$ cat config.mk
export PLATFORM = sky130hd
export DESIGN_NAME = muldiv_iter
export DESIGN_NICKNAME = d
export VERILOG_FILES = /design/src/rtl/muldiv_pkg.sv /design/src/rtl/muldiv_booth_step.sv /design/src/rtl/muldiv_div_step.sv /design/src/rtl/muldiv_iter.sv
export SDC_FILE = /design/constraint.sdc
export NUM_CORES = 1
export LEC_CHECK = 0
export BUFFER_PORTS_ARGS = -buffer_cell sky130_fd_sc_hd__buf_2
export CAP_MARGIN = 20
export CORE_MARGIN = 2
export CORE_UTILIZATION = 50
export DETAILED_ROUTE_END_ITERATION = 7
export PLACE_DENSITY = 0.7
export SYNTH_ARGS = -nofsm -noshare
export SYNTH_HDL_FRONTEND = slang
export SYNTH_SLANG_ARGS = --single-unit
$ cat constraint.sdc
create_clock -name clk -period 6.65 [get_ports clk]
set_clock_uncertainty 0.05 [all_clocks]
set_input_delay 1.33 -clock clk [delete_from_list [all_inputs] [get_ports clk]]
set_output_delay 1.33 -clock clk [all_outputs]
set_load 0.03 [all_outputs]
$ cat src/rtl/muldiv_pkg.sv
package muldiv_pkg;
  localparam int unsigned WORD      = 16;
  localparam int unsigned MUL_DIGIT = 4;
  localparam int unsigned DIV_DIGIT = 2;
  localparam int unsigned MUL_ITERS = WORD / MUL_DIGIT;
  localparam int unsigned DIV_ITERS = (WORD + DIV_DIGIT) / DIV_DIGIT;
  localparam int unsigned QBITS     = DIV_ITERS * DIV_DIGIT;
  localparam int unsigned CNT_W     = $clog2(DIV_ITERS + 1);

  typedef enum logic [1:0] {
    PH_IDLE  = 2'd0,
    PH_SETUP = 2'd1,
    PH_RUN   = 2'd2
  } phase_t;
endpackage

$ cat src/rtl/muldiv_booth_step.sv
module muldiv_booth_step #(
  parameter int unsigned W   = 16,
  parameter int unsigned DIG = 4,
  parameter int unsigned IDX_W = 2
) (
  input  logic [W:0]       mcand_i,
  input  logic [DIG-1:0]   bits_i,
  input  logic             prev_i,
  input  logic             top_unsigned_i,
  input  logic [IDX_W-1:0] idx_i,
  output logic [2*W-1:0]   addend_o
);
  localparam int unsigned DW = DIG + 2;
  localparam int unsigned PW = DW + W + 1;

  logic signed [DW-1:0] digit;
  logic signed [PW-1:0] prod;
  logic        [2*W-1:0] ext;

  always_comb begin
    digit = $signed({2'b00, bits_i}) + $signed({{(DW-1){1'b0}}, prev_i});
    if (!top_unsigned_i && bits_i[DIG-1])
      digit = digit - $signed(DW'(1 << DIG));
    prod     = digit * $signed(mcand_i);
    ext      = {{(2*W-PW){prod[PW-1]}}, prod};
    addend_o = ext << (idx_i * DIG);
  end
endmodule

$ cat src/rtl/muldiv_div_step.sv
module muldiv_div_step #(
  parameter int unsigned W    = 16,
  parameter int unsigned BITS = 2
) (
  input  logic [W-1:0]    rem_i,
  input  logic [W-1:0]    dvs_i,
  input  logic [BITS-1:0] din_i,
  output logic [W-1:0]    rem_o,
  output logic [BITS-1:0] q_o
);
  logic [W-1:0] chain [BITS+1];

  assign chain[0] = rem_i;

  for (genvar i = 0; i < BITS; i++) begin : g_stage
    logic [W:0] trial;
    logic [W:0] diff;
    assign trial = {chain[i], din_i[BITS-1-i]};
    assign diff  = trial - {1'b0, dvs_i};
    assign q_o[BITS-1-i] = ~diff[W];
    assign chain[i+1]    = diff[W] ? trial[W-1:0] : diff[W-1:0];
  end

  assign rem_o = chain[BITS];
endmodule

$ cat src/rtl/muldiv_iter.sv
module muldiv_iter
  import muldiv_pkg::*;
(
  input  logic        clk,
  input  logic        rst_n,
  input  logic        start_i,
  input  logic        op_div_i,
  input  logic        signed_i,
  input  logic        abort_i,
  input  logic [31:0] src_a_i,
  input  logic [15:0] src_b_i,
  output logic        busy_o,
  output logic        done_o,
  output logic        err_o,
  output logic [15:0] res_lo_o,
  output logic [15:0] res_hi_o
);
  localparam int unsigned IDX_W = $clog2(MUL_ITERS);
  localparam int unsigned HIGH  = 2*WORD - QBITS;

  // reset synchronizer: asserts at once, releases on the second edge
  logic rst_meta_q, rst_s_n;
  always_ff @(posedge clk or negedge rst_n) begin
    if (!rst_n) begin
      rst_meta_q <= 1'b0;
      rst_s_n    <= 1'b0;
    end else begin
      rst_meta_q <= 1'b1;
      rst_s_n    <= rst_meta_q;
    end
  end

  phase_t             phase_q, phase_d;
  logic [CNT_W-1:0]   cnt_q, cnt_d;
  logic               is_div_q, is_sgn_q;
  logic [2*WORD-1:0]  a_q;
  logic [WORD-1:0]    b_q;
  logic [WORD:0]      mcand_q;
  logic [WORD-1:0]    mplr_q;
  logic               prev_q;
  logic [2*WORD-1:0]  acc_q;
  logic [WORD-1:0]    rem_q, dvs_q;
  logic [QBITS-1:0]   dsh_q, quo_q;
  logic               qneg_q, rneg_q, early_err_q;
  logic               done_q, err_q;
  logic [WORD-1:0]    lo_q, hi_q;

  logic accept, setup_en, run_en, fin, res_en, done_d, err_d;
  logic [CNT_W-1:0] last_idx;

  // operand preparation for the setup cycle
  logic [2*WORD-1:0] a_mag;
  logic [WORD-1:0]   b_mag;
  logic              early_err;
  always_comb begin
    a_mag     = (is_sgn_q && a_q[2*WORD-1]) ? -a_q : a_q;
    b_mag     = (is_sgn_q && b_q[WORD-1])   ? -b_q : b_q;
    early_err = (b_q == '0) ||
                ({{(WORD-HIGH){1'b0}}, a_mag[2*WORD-1 -: HIGH]} >= b_mag);
  end

  // iteration datapath
  logic [2*WORD-1:0]    addend, acc_nxt;
  logic [WORD-1:0]      rem_nxt;
  logic [DIV_DIGIT-1:0] qdig;
  logic [QBITS-1:0]     quo_nxt;

  muldiv_booth_step #(.W(WORD), .DIG(MUL_DIGIT), .IDX_W(IDX_W)) u_booth (
    .mcand_i        (mcand_q),
    .bits_i         (mplr_q[MUL_DIGIT-1:0]),
    .prev_i         (prev_q),
    .top_unsigned_i (!is_sgn_q && (cnt_q == CNT_W'(MUL_ITERS-1))),
    .idx_i          (cnt_q[IDX_W-1:0]),
    .addend_o       (addend)
  );

  muldiv_div_step #(.W(WORD), .BITS(DIV_DIGIT)) u_dstep (
    .rem_i (rem_q),
    .dvs_i (dvs_q),
    .din_i (dsh_q[QBITS-1 -: DIV_DIGIT]),
    .rem_o (rem_nxt),
    .q_o   (qdig)
  );

  assign acc_nxt = acc_q + addend;
  assign quo_nxt = {quo_q[QBITS-DIV_DIGIT-1:0], qdig};

  // result adjust
  logic            late_err;
  logic [WORD-1:0] lo_fin, hi_fin;
  always_comb begin
    if (!is_sgn_q)
      late_err = |quo_nxt[QBITS-1:WORD];
    else if (qneg_q)
      late_err = quo_nxt > QBITS'(1 << (WORD-1));
    else
      late_err = quo_nxt > QBITS'((1 << (WORD-1)) - 1);
    if (is_div_q) begin
      lo_fin = qneg_q ? -quo_nxt[WORD-1:0] : quo_nxt[WORD-1:0];
      hi_fin = rneg_q ? -rem_nxt : rem_nxt;
    end else begin
      lo_fin = acc_nxt[WORD-1:0];
      hi_fin = acc_nxt[2*WORD-1:WORD];
    end
  end

  // sequencer next state
  always_comb begin
    phase_d  = phase_q;
    cnt_d    = cnt_q;
    last_idx = is_div_q ? CNT_W'(DIV_ITERS-1) : CNT_W'(MUL_ITERS-1);
    accept   = (phase_q == PH_IDLE) && start_i;
    setup_en = (phase_q == PH_SETUP) && !abort_i;
    run_en   = (phase_q == PH_RUN) && !abort_i;
    fin      = run_en && (cnt_q == last_idx);
    err_d    = fin && is_div_q && (early_err_q || late_err);
    res_en   = fin && !err_d;
    done_d   = fin;
    if (phase_q != PH_IDLE && abort_i) begin
      phase_d = PH_IDLE;
    end else if (accept) begin
      phase_d = PH_SETUP;
    end else if (setup_en) begin
      phase_d = PH_RUN;
      cnt_d   = '0;
    end else if (fin) begin
      phase_d = PH_IDLE;
    end else if (run_en) begin
      cnt_d = cnt_q + 1'b1;
    end
  end

  always_ff @(posedge clk or negedge rst_s_n) begin
    if (!rst_s_n) begin
      phase_q <= PH_IDLE;
      cnt_q   <= '0;
      done_q  <= 1'b0;
      err_q   <= 1'b0;
    end else begin
      phase_q <= phase_d;
      cnt_q   <= cnt_d;
      done_q  <= done_d;
      err_q   <= err_d;
    end
  end

  always_ff @(posedge clk or negedge rst_s_n) begin
    if (!rst_s_n) begin
      is_div_q <= 1'b0;
      is_sgn_q <= 1'b0;
      a_q      <= '0;
      b_q      <= '0;
    end else if (accept) begin
      is_div_q <= op_div_i;
      is_sgn_q <= signed_i;
      a_q      <= src_a_i;
      b_q      <= src_b_i;
    end
  end

  always_ff @(posedge clk or negedge rst_s_n) begin
    if (!rst_s_n) begin
      mcand_q     <= '0;
      mplr_q      <= '0;
      prev_q      <= 1'b0;
      acc_q       <= '0;
      rem_q       <= '0;
      dvs_q       <= '0;
      dsh_q       <= '0;
      quo_q       <= '0;
      qneg_q      <= 1'b0;
      rneg_q      <= 1'b0;
      early_err_q <= 1'b0;
    end else if (setup_en) begin
      mcand_q     <= {is_sgn_q & a_q[WORD-1], a_q[WORD-1:0]};
      mplr_q      <= b_q;
      prev_q      <= 1'b0;
      acc_q       <= '0;
      rem_q       <= {{(WORD-HIGH){1'b0}}, a_mag[2*WORD-1 -: HIGH]};
      dvs_q       <= b_mag;
      dsh_q       <= a_mag[QBITS-1:0];
      quo_q       <= '0;
      qneg_q      <= is_sgn_q && (a_q[2*WORD-1] ^ b_q[WORD-1]);
      rneg_q      <= is_sgn_q && a_q[2*WORD-1];
      early_err_q <= early_err;
    end else if (run_en) begin
      mplr_q <= mplr_q >> MUL_DIGIT;
      prev_q <= mplr_q[MUL_DIGIT-1];
      acc_q  <= acc_nxt;
      rem_q  <= rem_nxt;
      dsh_q  <= dsh_q << DIV_DIGIT;
      quo_q  <= quo_nxt;
    end
  end

  always_ff @(posedge clk or negedge rst_s_n) begin
    if (!rst_s_n) begin
      lo_q <= '0;
      hi_q <= '0;
    end else if (res_en) begin
      lo_q <= lo_fin;
      hi_q <= hi_fin;
    end
  end

  assign busy_o   = (phase_q != PH_IDLE);
  assign done_o   = done_q;
  assign err_o    = err_q;
  assign res_lo_o = lo_q;
  assign res_hi_o = hi_q;


  done_busy_excl_chk: assert property (@(posedge clk) disable iff (!rst_s_n)
    done_o |-> !busy_o);

  err_with_done_chk: assert property (@(posedge clk) disable iff (!rst_s_n)
    err_o |-> done_o);

  res_hold_chk: assert property (@(posedge clk) disable iff (!rst_s_n)
    (!done_o || err_o) |-> $stable({res_hi_o, res_lo_o}));

  abort_cancel_chk: assert property (@(posedge clk) disable iff (!rst_s_n)
    (busy_o && abort_i) |=> (!busy_o && !done_o));

  start_ignored_chk: assert property (@(posedge clk) disable iff (!rst_s_n)
    (busy_o && start_i) |=> (phase_q != PH_SETUP));

  mul_latency_chk: assert property (@(posedge clk) disable iff (!rst_s_n)
    (done_o && !is_div_q) |-> ($past(busy_o, 5) && !$past(busy_o, 6)));

  div_latency_chk: assert property (@(posedge clk) disable iff (!rst_s_n)
    (done_o && is_div_q) |-> ($past(busy_o, 10) && !$past(busy_o, 11)));

  zero_div_chk: assert property (@(posedge clk) disable iff (!rst_s_n)
    (done_o && is_div_q && (b_q == '0)) |-> err_o);
endmodule

After elaboration in Yosys (flattened, before gate mapping)
Index checks and enable logic that the tools add are counted.
{"block": "totals", "register_bits": 227, "input_bits": 54, "output_inout_bits": 35}
{"block": "op_classes", "n_addsub": 10, "multipliers": 1, "n_lt_le_gt_ge": 3, "n_eq_ne": 5, "shifts": 1, "mux": 31, "n_bitwise": 6, "n_reduce_logical": 26}
{"cell": "2-to-1 mux 16 bit", "count": 13}
{"cell": "2-to-1 mux 32 bit", "count": 3}
{"cell": "negation 16 bit", "count": 3}
{"cell": "2-to-1 mux 18 bit", "count": 2}
{"cell": "subtractor 17 x 16 -> 17 bit", "count": 2}
{"cell": "adder 32 bit", "count": 1}
{"cell": "negation 32 bit", "count": 1}
{"cell": "<< shifter 32 x 4 -> 32 bit", "count": 1}
{"cell": "multiplier 6 x 17 -> 23 bit", "count": 1}
{"cell": "> comparator 18 x 15 -> 1 bit, second input constant", "count": 1}
{"cell": "> comparator 18 x 16 -> 1 bit, second input constant", "count": 1}
{"cell": ">= comparator 14 x 16 -> 1 bit", "count": 1}
{"cell": "zero test 16 bit", "count": 1}
{"cell": "2-to-1 mux 4 bit", "count": 4}
{"cell": "logical AND 1 bit", "count": 13}
{"cell": "2-to-1 mux 2 bit", "count": 4}
{"cell": "2-to-1 mux 6 bit", "count": 1}
{"cell": "subtractor 6 bit, second input constant", "count": 1}
{"cell": "adder 4 x 1 -> 5 bit", "count": 1}
{"cell": "adder 4 x 1 -> 4 bit, second input constant", "count": 1}
{"cell": "== test 4 x 2 -> 1 bit, second input constant", "count": 1}
{"cell": "== test 4 bit", "count": 1}
{"cell": "zero test 1 bit", "count": 4}
{"cell": "2-to-1 mux 1 bit", "count": 4}
{"cell": "other kinds (12)", "count": 17}

Depth between registers and ports, before layout
Gate-level depths: netlist of run 1.
{"block": "logic_depth", "word_depth": 11, "mapped_depth": 38}

By module
From an unflattened synthesis of run 1, not the netlist that was laid out.
{"block": "hier_totals", "cells_unflattened": 2164, "hier_area_um2": 18823.1}
{"module": "muldiv_iter", "n_inst": 1, "cells_each": 1382, "area_each_um2": 12559.5}
{"module": "muldiv_booth_step", "n_inst": 1, "cells_each": 471, "area_each_um2": 4108.9}
{"module": "muldiv_div_step", "n_inst": 1, "cells_each": 311, "area_each_um2": 2154.6}

Least setup slack after synthesis of run 1
No wires, ideal clock.
{"block": "synth_path", "path_kind": "register to register", "start": "reg is_sgn_q", "end": "reg hi_q[15] (netlist: res_hi_o[15])", "setup_ps": 68, "arrival_time_ps": 8152, "required_time_ps": 6532, "setup_slack_ps": -1620, "stages_incl_launch_ff": 36, "path_buffers": 2, "period_less_slack_ps": 8270, "path_cell_list": "dfrtp_1 clkbuf_1 o31a_1 ha_1 clkbuf_1 nand2b_1 fa_1 fa_1 inv_1 fa_1 fa_1 fa_1 a21oi_1 o211ai_1 o211a_1 a31oi_1 a21oi_1 o21ai_0 nand2b_1 a21oi_1 xnor2_1 mux2i_1 mux2i_1 ha_1 a21o_1 a21oi_1 nor2_1 nor2_1 nand2_1 o21ai_1 o2111ai_1 or3_1 a31oi_1 xor3_1 o31a_1 nand3_1"}
{"block": "synth_between", "elab_chain_cells": 9}
{"element": "from (decl)", "line_no": "muldiv_iter.sv:35", "source": "logic is_div_q, is_sgn_q;"}
{"element": "from (signal assigned)", "line_no": "muldiv_iter.sv:155", "source": "is_sgn_q <= signed_i;"}
{"element": "zero test 1 bit"}
{"element": "logical AND 1 bit", "line_no": "muldiv_iter.sv:72", "source": ".top_unsigned_i (!is_sgn_q && (cnt_q == CNT_W'(MUL_ITERS-1))),"}
{"element": "zero test 1 bit", "line_no": "muldiv_booth_step.sv:22", "source": "if (!top_unsigned_i && bits_i[DIG-1])"}
{"element": "logical AND 1 bit", "line_no": "muldiv_booth_step.sv:22"}
{"element": "2-to-1 mux 6 bit", "line_no": "muldiv_booth_step.sv:22"}
{"element": "multiplier 6 x 17 -> 23 bit", "line_no": "muldiv_booth_step.sv:24", "source": "prod = digit * $signed(mcand_i);"}
{"element": "<< shifter 32 x 4 -> 32 bit", "line_no": "muldiv_booth_step.sv:26", "source": "addend_o = ext << (idx_i * DIG);"}
{"element": "adder 32 bit", "line_no": "muldiv_iter.sv:85", "source": "assign acc_nxt = acc_q + addend;"}
{"element": "2-to-1 mux 16 bit", "line_no": "muldiv_iter.sv:98", "source": "if (is_div_q) begin"}
{"element": "to (signal assigned)", "line_no": "muldiv_iter.sv:202", "source": "hi_q <= hi_fin;"}
{"element": "to (decl)", "line_no": "muldiv_iter.sv:46", "source": "logic [WORD-1:0] lo_q, hi_q;"}
Several ways; a longest one is shown, not always the timed one.
A chain may end at the register's enable or synchronous reset.

Worst setup path after layout of run 1
{"block": "layout_path", "start": "reg cnt_q[0]", "end": "reg hi_q[15] (netlist: res_hi_o[15])"}
{"block": "layout_between", "elab_chain_cells": 9}
{"element": "from (decl)", "line_no": "muldiv_iter.sv:34", "source": "logic [CNT_W-1:0] cnt_q, cnt_d;"}
{"element": "from (signal assigned)", "line_no": "muldiv_iter.sv:141", "source": "cnt_q <= cnt_d;"}
{"element": "== test 4 x 2 -> 1 bit", "line_no": "muldiv_iter.sv:72"}
{"element": "logical AND 1 bit", "line_no": "muldiv_iter.sv:72"}
{"element": "zero test 1 bit", "line_no": "muldiv_booth_step.sv:22"}
{"element": "logical AND 1 bit", "line_no": "muldiv_booth_step.sv:22"}
{"element": "2-to-1 mux 6 bit", "line_no": "muldiv_booth_step.sv:22"}
{"element": "multiplier 6 x 17 -> 23 bit", "line_no": "muldiv_booth_step.sv:24"}
{"element": "<< shifter 32 x 4 -> 32 bit", "line_no": "muldiv_booth_step.sv:26"}
{"element": "adder 32 bit", "line_no": "muldiv_iter.sv:85"}
{"element": "2-to-1 mux 16 bit", "line_no": "muldiv_iter.sv:98"}
Several ways; a longest one is shown, not always the timed one.

==> results of run 1 <==
-- registers in the layout (all words and copies together) (netlist names), 2 cells and up --
signal / count
a_q: 32
mcand_q: 17
rem_q: 16
acc_q: 32
cnt_q: 4
phase_q: 2
quo_q: 16
mplr_q: 16
res_lo_o: 16
b_q: 16
dsh_q: 18
res_hi_o: 16
dvs_q: 16
-- routing by layer --
| metal | up-vias | share of wire | track usage |
|---|---|---|---|
| met5 | - | 0 | 0 |
| met4 | 0 | 0.037 | 0.102 |
| met3 | 116 | 0.045 | 0.0271 |
| met2 | 501 | 0.48 | 0.454 |
| met1 | 7983 | 0.44 | 0.367 |
| li1 | 7731 | - | - |
-- placed cells by master, fill, tap and decap left out, drive strengths merged, types with 31 or more instances in the layout --
master	count
nor2	120
and2	52
ha	129
o21ai	146
xnor2	94
inv	108
a22oi	31
dfrtp	227
nor2b	41
buf	381
a22o	49
nand2	304
mux2i	34
a21oi	119
mux2	48
clkbuf	32
xor2	50
fa	73
-- cell usage after synthesis, types with 12 or more instances --
library cell,n,area [um2]
a21o_1,30,225
a21oi_1,118,591
a22o_1,49,429
a22oi_1,31,233
a31oi_1,28,175
and2_1,51,319
buf_1,12,45.0
clkbuf_1,70,263
dfrtp_1,227,5680
fa_1,73,1460
ha_1,129,1610
inv_1,102,383
mux2_2,48,541
mux2i_1,34,340
nand2_1,304,1140
nand2b_1,24,150
nand3_1,26,130
nor2_1,120,450
nor2b_1,41,257
nor3_1,24,120
nor4_1,13,81.3
o211ai_1,14,105
o21a_1,14,105
o21ai_0,133,666
o21ai_1,13,65.1
o31ai_1,15,113
xnor2_1,94,823
xor2_1,50,438
-- stage by stage --
stage                     setup WS [ns]  hold WS [ns]  instance area [um2]  utilization  TNS, ns
after floorplan                  -0.923         0.281                18200            -    -8.46
after global placement            -1.20         0.286                20800        0.584   -24.32
after detailed placement          -1.36         0.307                20800        0.584   -29.31
after CTS                         -1.21         0.320                22500        0.631   -20.88
after global routing              -1.85         0.320                23000        0.647   -40.19
final                             -1.52         0.316                23000        0.647   -28.80
-- final timing paths --
check,from,to,slack (ns)
min in group asynchronous,rst_s_n,a_q[3],0.33
setup / recovery,cnt_q[0],res_hi_o[15],-1.52
hold / removal,rst_meta_q,rst_s_n,0.32
hold reg to reg,rst_meta_q,rst_s_n,0.32
setup reg to reg,cnt_q[0],res_hi_o[15],-1.52
max in group asynchronous,rst_s_n,acc_q[13],4.80
-- critical path, delay by kind of cell, from the launching register on --
| kind | cells | cell delay (ns) |
|---|---|---|
| compound gates | 14 | 2.64 |
| xor+xnor | 2 | 0.44 |
| fa+ha+maj | 8 | 2.99 |
| buf+inv | 2 | 0.19 |
| flops | 1 | 0.40 |
| mux | 2 | 0.37 |
| simple gates | 8 | 1.00 |
-- cell families after synthesis --
family | after synthesis | share of synthesized area
compound gates | 527 | 0.190
xor+xnor | 145 | 0.0710
fa+ha+maj | 202 | 0.170
buf+inv | 194 | 0.0415
flops | 227 | 0.314
mux | 82 | 0.0487
other cells | 1 | 0.000207
simple gates | 646 | 0.164
-- layout make-up --
type / count / area (um2)
clock inverters: 17 / 260
repair buffers: 381 / 2730
inverters: 106 / 398
clock buffers: 32 / 724
well taps: 461 / 577
fillers: 2860 / 12600
flip-flops and latches: 227 / 5680
multi-input cells: 1603 / 12600
-- repair_timing --
action,CTS,global route
buffers inserted,29,27
endpoints found under the setup margin,42,53
gates resized for setup,122,75
cloned,0,0
pin swaps,93,82
==> impl_metrics.json, run 1 <==
{
  "status": "finished, violations left",
  "violations": "setup timing",
  "post_drt_wl_per_cell_um": 18.8,
  "ys_types": 85,
  "ant_nets": 0,
  "ys_async_sr_fraction": 1.00,
  "path_class": "reg -> reg",
  "fin_ws_ns": -1.52,
  "start_util": 0.509,
  "diodes": 0,
  "clock.fmax_mhz": 122,
  "netlist_instances": 2024,
  "final_hold_viol_count": 0,
  "ys_seq_area_frac": 0.314,
  "syn_to_final_growth_pct": 27.2,
  "cts_buffers": 27,
  "reg2regPathDepth": 36,
  "grt_max_degree": 173,
  "dp.cells": 2732,
  "vias": 16300,
  "finalCriticalPeriod_ns": 8.17,
  "core_um2": 35600,
  "synth-edff-count": 0,
  "cts_tree": "done",
  "grt_overflow": 0,
  "drv_cap": 0,
  "worstHoldPathCells": 0,
  "synth_area_um2": 18100,
  "nets": 2602,
  "vias_per_cell": 5.78,
  "grt_pass1_vias": 16000,
  "root_buffer": "clkbuf_16",
  "hold_class": "reg -> reg",
  "die_y_um": 194,
  "gp_congestion": 0.973,
  "drtIter0Drc": 981,
  "gr-usage-all-layers": 0.272,
  "htree_num_levels": 1,
  "rows": 69,
  "cp_max_fo": 7,
  "worst_path_most_repeated_cell": "fa_1",
  "cts_buffer_depth": 3,
  "layout-drive-gt1-share": 0.272,
  "die_x_um": 194,
  "ioPinCount": 89,
  "dr.pass1.iters": 5,
  "critPathLaunchType": "flip-flop",
  "grt_pass1_wl_mm": 83.4,
  "cp_data_arrival_time_ns": 8.62,
  "critPathSlowestCell": "fa_1",
  "path_clk_slew_ns": 0.06,
  "clkLatencyLatePin_ns": 0.58,
  "fin_cells": 2827,
  "clock_sinks": 227,
  "cts_hold_buf": 0,
  "antenna_found_initial": 0,
  "yosysWarnings": 0,
  "dominantRegCellSynth": "dfrtp_1",
  "avgSynthCellArea_um2": 8.94,
  "worstPathRequired_ns": 7.10,
  "die_area_um2": 37700,
  "worst_pin_slew_ns": 1.11,
  "dp_hpwl_mm": 38.9,
  "port_buffers": 88,
  "worstSetupEndpointType": "flip-flop",
  "setup_violations": 41,
  "synth_seq_cells": 227,
  "relSlewSlack": 0.259,
  "slew_violations": 0,
  "wl_mm": 53.2,
  "route.detailed.drc": 0,
  "final.period_utilization": 1.23,
  "slowest_delay_ns": 0.49,
  "syn_nets": 2280,
  "rsz0062_at_grt": "true"
}
Power of run 1 is left out: the tool's default activity adds up to more than one toggle a clock period on the data nets, which glitch-free logic cannot reach.
==> run 2: changes to the inputs <==
--- a/config.mk
+++ b/config.mk
@@ -8,9 +8,9 @@
 export BUFFER_PORTS_ARGS = -buffer_cell sky130_fd_sc_hd__buf_2
 export CAP_MARGIN = 20
 export CORE_MARGIN = 2
-export CORE_UTILIZATION = 50
+export CORE_UTILIZATION = 57
 export DETAILED_ROUTE_END_ITERATION = 7
-export PLACE_DENSITY = 0.7
+export PLACE_DENSITY = 0.78
 export SYNTH_ARGS = -nofsm -noshare
 export SYNTH_HDL_FRONTEND = slang
 export SYNTH_SLANG_ARGS = --single-unit
==> run 2 against run 1 <==
Compared with the run above: the flow still finishes with violations (setup timing); sequential cell count stayed put; worst hold slack worse by 0.015 ns; setup slack better by 0.24 ns; sequential share of layout area is 0.41 points higher; register-to-register slack better by 0.24 ns; fmax is 3.0% higher; via count is 2.2% higher; critical path depth is 1 lower; critical endpoint unchanged.
==> impl_metrics.json, run 2 (synthesized netlist as in run 1, its figures left out) <==
{
  "vias_per_cell": 6.08,
  "gr-usage-all-layers": 0.314,
  "setup_violations": 39,
  "syn_to_final_growth_pct": 25.1,
  "clock.fmax_mhz": 126,
  "rows": 65,
  "grt_pass1_vias": 16600,
  "ff_latch_area_um2": 5680,
  "grt_max_degree": 175,
  "clock_sinks": 227,
  "worstSetupEndpointType": "flip-flop",
  "die_x_um": 182,
  "layout-drive-gt1-share": 0.261,
  "holdCritStartpoint": "rst_meta_q",
  "hold_class": "reg -> reg",
  "gp_congestion": 0.932,
  "diodes": 0,
  "final_hold_viol_count": 0,
  "dr.pass1.iters": 6,
  "nets": 2579,
  "violations": "setup timing",
  "port_buffers": 88,
  "die_y_um": 182,
  "grt_pass1_wl_mm": 84.4,
  "wl_mm": 53.7,
  "worst-path-buf-inv": 1,
  "relSlewSlack": 0.190,
  "ioPinCount": 89,
  "cp_max_fo": 6,
  "rsz0062_at_grt": "true",
  "slew_violations": 0,
  "post-route-cell-area_um2": 22600,
  "critPathSlowestCell": "fa_1",
  "final_common_cell": "nand2_1",
  "antenna_found_initial": 1,
  "path_class": "reg -> reg",
  "mostFrequentLayoutCells": "nand2_1 (298), buf_4 (251), dfrtp_1 (226)",
  "finalCriticalPeriod_ns": 7.93,
  "core_um2": 31400,
  "dp_hpwl_mm": 38.5,
  "slowest_delay_ns": 0.50,
  "cts_tree": "done",
  "grt_overflow": 0,
  "cp_data_arrival_time_ns": 8.37,
  "r2r_start": "cnt_q[0]",
  "drv_cap": 0,
  "multi_input_area_um2": 12500,
  "final.period_utilization": 1.19,
  "start_util": 0.576,
  "drtIter0Drc": 1562,
  "post_drt_wl_per_cell_um": 19.6,
  "vias": 16700,
  "reg_top3": "a_q: 32 flops, acc_q: 32 flops, dsh_q: 18 flops",
  "cts_buffers": 27,
  "die_area_um2": 33200,
  "critPathLaunchType": "flip-flop",
  "root_buffer": "clkbuf_16",
  "clkLatencyLatePin_ns": 0.56,
  "path_clk_slew_ns": 0.06,
  "worstPathRequired_ns": 7.09,
  "route.detailed.drc": 0,
  "worst_pin_slew_ns": 1.21,
  "status": "finished, violations left",
  "ant_nets": 0,
  "htree_num_levels": 1,
  "fillers": 2193,
  "cp_top_family": "adder cells",
  "crit_start": "cnt_q[0]",
  "cts_buffer_depth": 3,
  "place_area_um2": 20600,
  "fin_ws_ns": -1.28
}
run 2: cell types whose count changed in the layout (fill, tap and decap cells not counted), moves of 3 or more:
cell,change
a21oi_1,+3
o21ai_0,+3
a211oi_2,+3
xnor2_2,-6
a211oi_1,-3
xnor2_1,+6
buf_4,-24
clkbuf_16,+3
ha_1,-3
clkbuf_1,+4
a21oi_4,-5
nor2_1,+4
nor2_2,-5
run 2: final timing paths:
kind / to / slack [ns] / depth (start not counted)
worst max-delay path: res_hi_o[15] / -1.28 / 35
worst min-delay path: rst_s_n / 0.30 / 0
min in group asynchronous: dsh_q[15] / 0.32 / 0
max in group asynchronous: res_hi_o[4] / 4.82 / 1
worst min register to register: rst_s_n / 0.30 / 0
worst max register to register: res_hi_o[15] / -1.28 / 35
run 2: area by class of cell:
type | instances | area share
well taps | 402 | 0.0222
inverters | 106 | 0.0176
repair buffers | 358 | 0.115
clock buffers | 36 | 0.0327
clock inverters | 13 | 0.00835
flip-flops and latches | 227 | 0.251
multi-input cells | 1603 | 0.553
run 2: routing by layer:
layer / vias up / part of all wire / wire, um / global-route usage
li1: 7686 / - / - / -
met1: 8199 / 0.41 / 22000 / 0.411
met2: 665 / 0.49 / 26300 / 0.537
met3: 145 / 0.063 / 3380 / 0.0417
met4: 2 / 0.037 / 1970 / 0.113
met5: - / 0.00024 / 13 / 0
run 2: stage by stage:
step	setup TNS [ns]	hold WS (ns)	util	instances	setup WS [ns]
finish	-25.34	0.302	0.721	2745	-1.28
global route	-36.71	0.306	0.721	2745	-1.61
CTS	-19.99	0.304	0.706	2728	-1.10
detailed placement	-28.95	0.290	0.656	2663	-1.42
global placement	-22.77	0.286	0.656	2663	-1.16
floorplan	-8.46	0.281	-	2024	-0.923
run 2: worst reg2reg max path: cells and delay by family (launching register included):
| kind | cells | cell delay (ns) |
|---|---|---|
| xor+xnor | 2 | 0.42 |
| flops | 1 | 0.37 |
| mux | 2 | 0.31 |
| compound gates | 14 | 2.64 |
| buf+inv | 1 | 0.05 |
| simple gates | 8 | 0.96 |
| fa+ha+maj | 8 | 3.10 |
run 2: repair_timing:
item / CTS / global route
endpoints found under the hold margin: 0 / 0
hold buffers: 0 / 0
endpoints found under the setup margin: 43 / 53
resized for setup: 117 / 61
buffers inserted: 45 / 19
cloned: 0 / 3
pin swaps: 75 / 63
Power of run 2 is left out for the same reason.
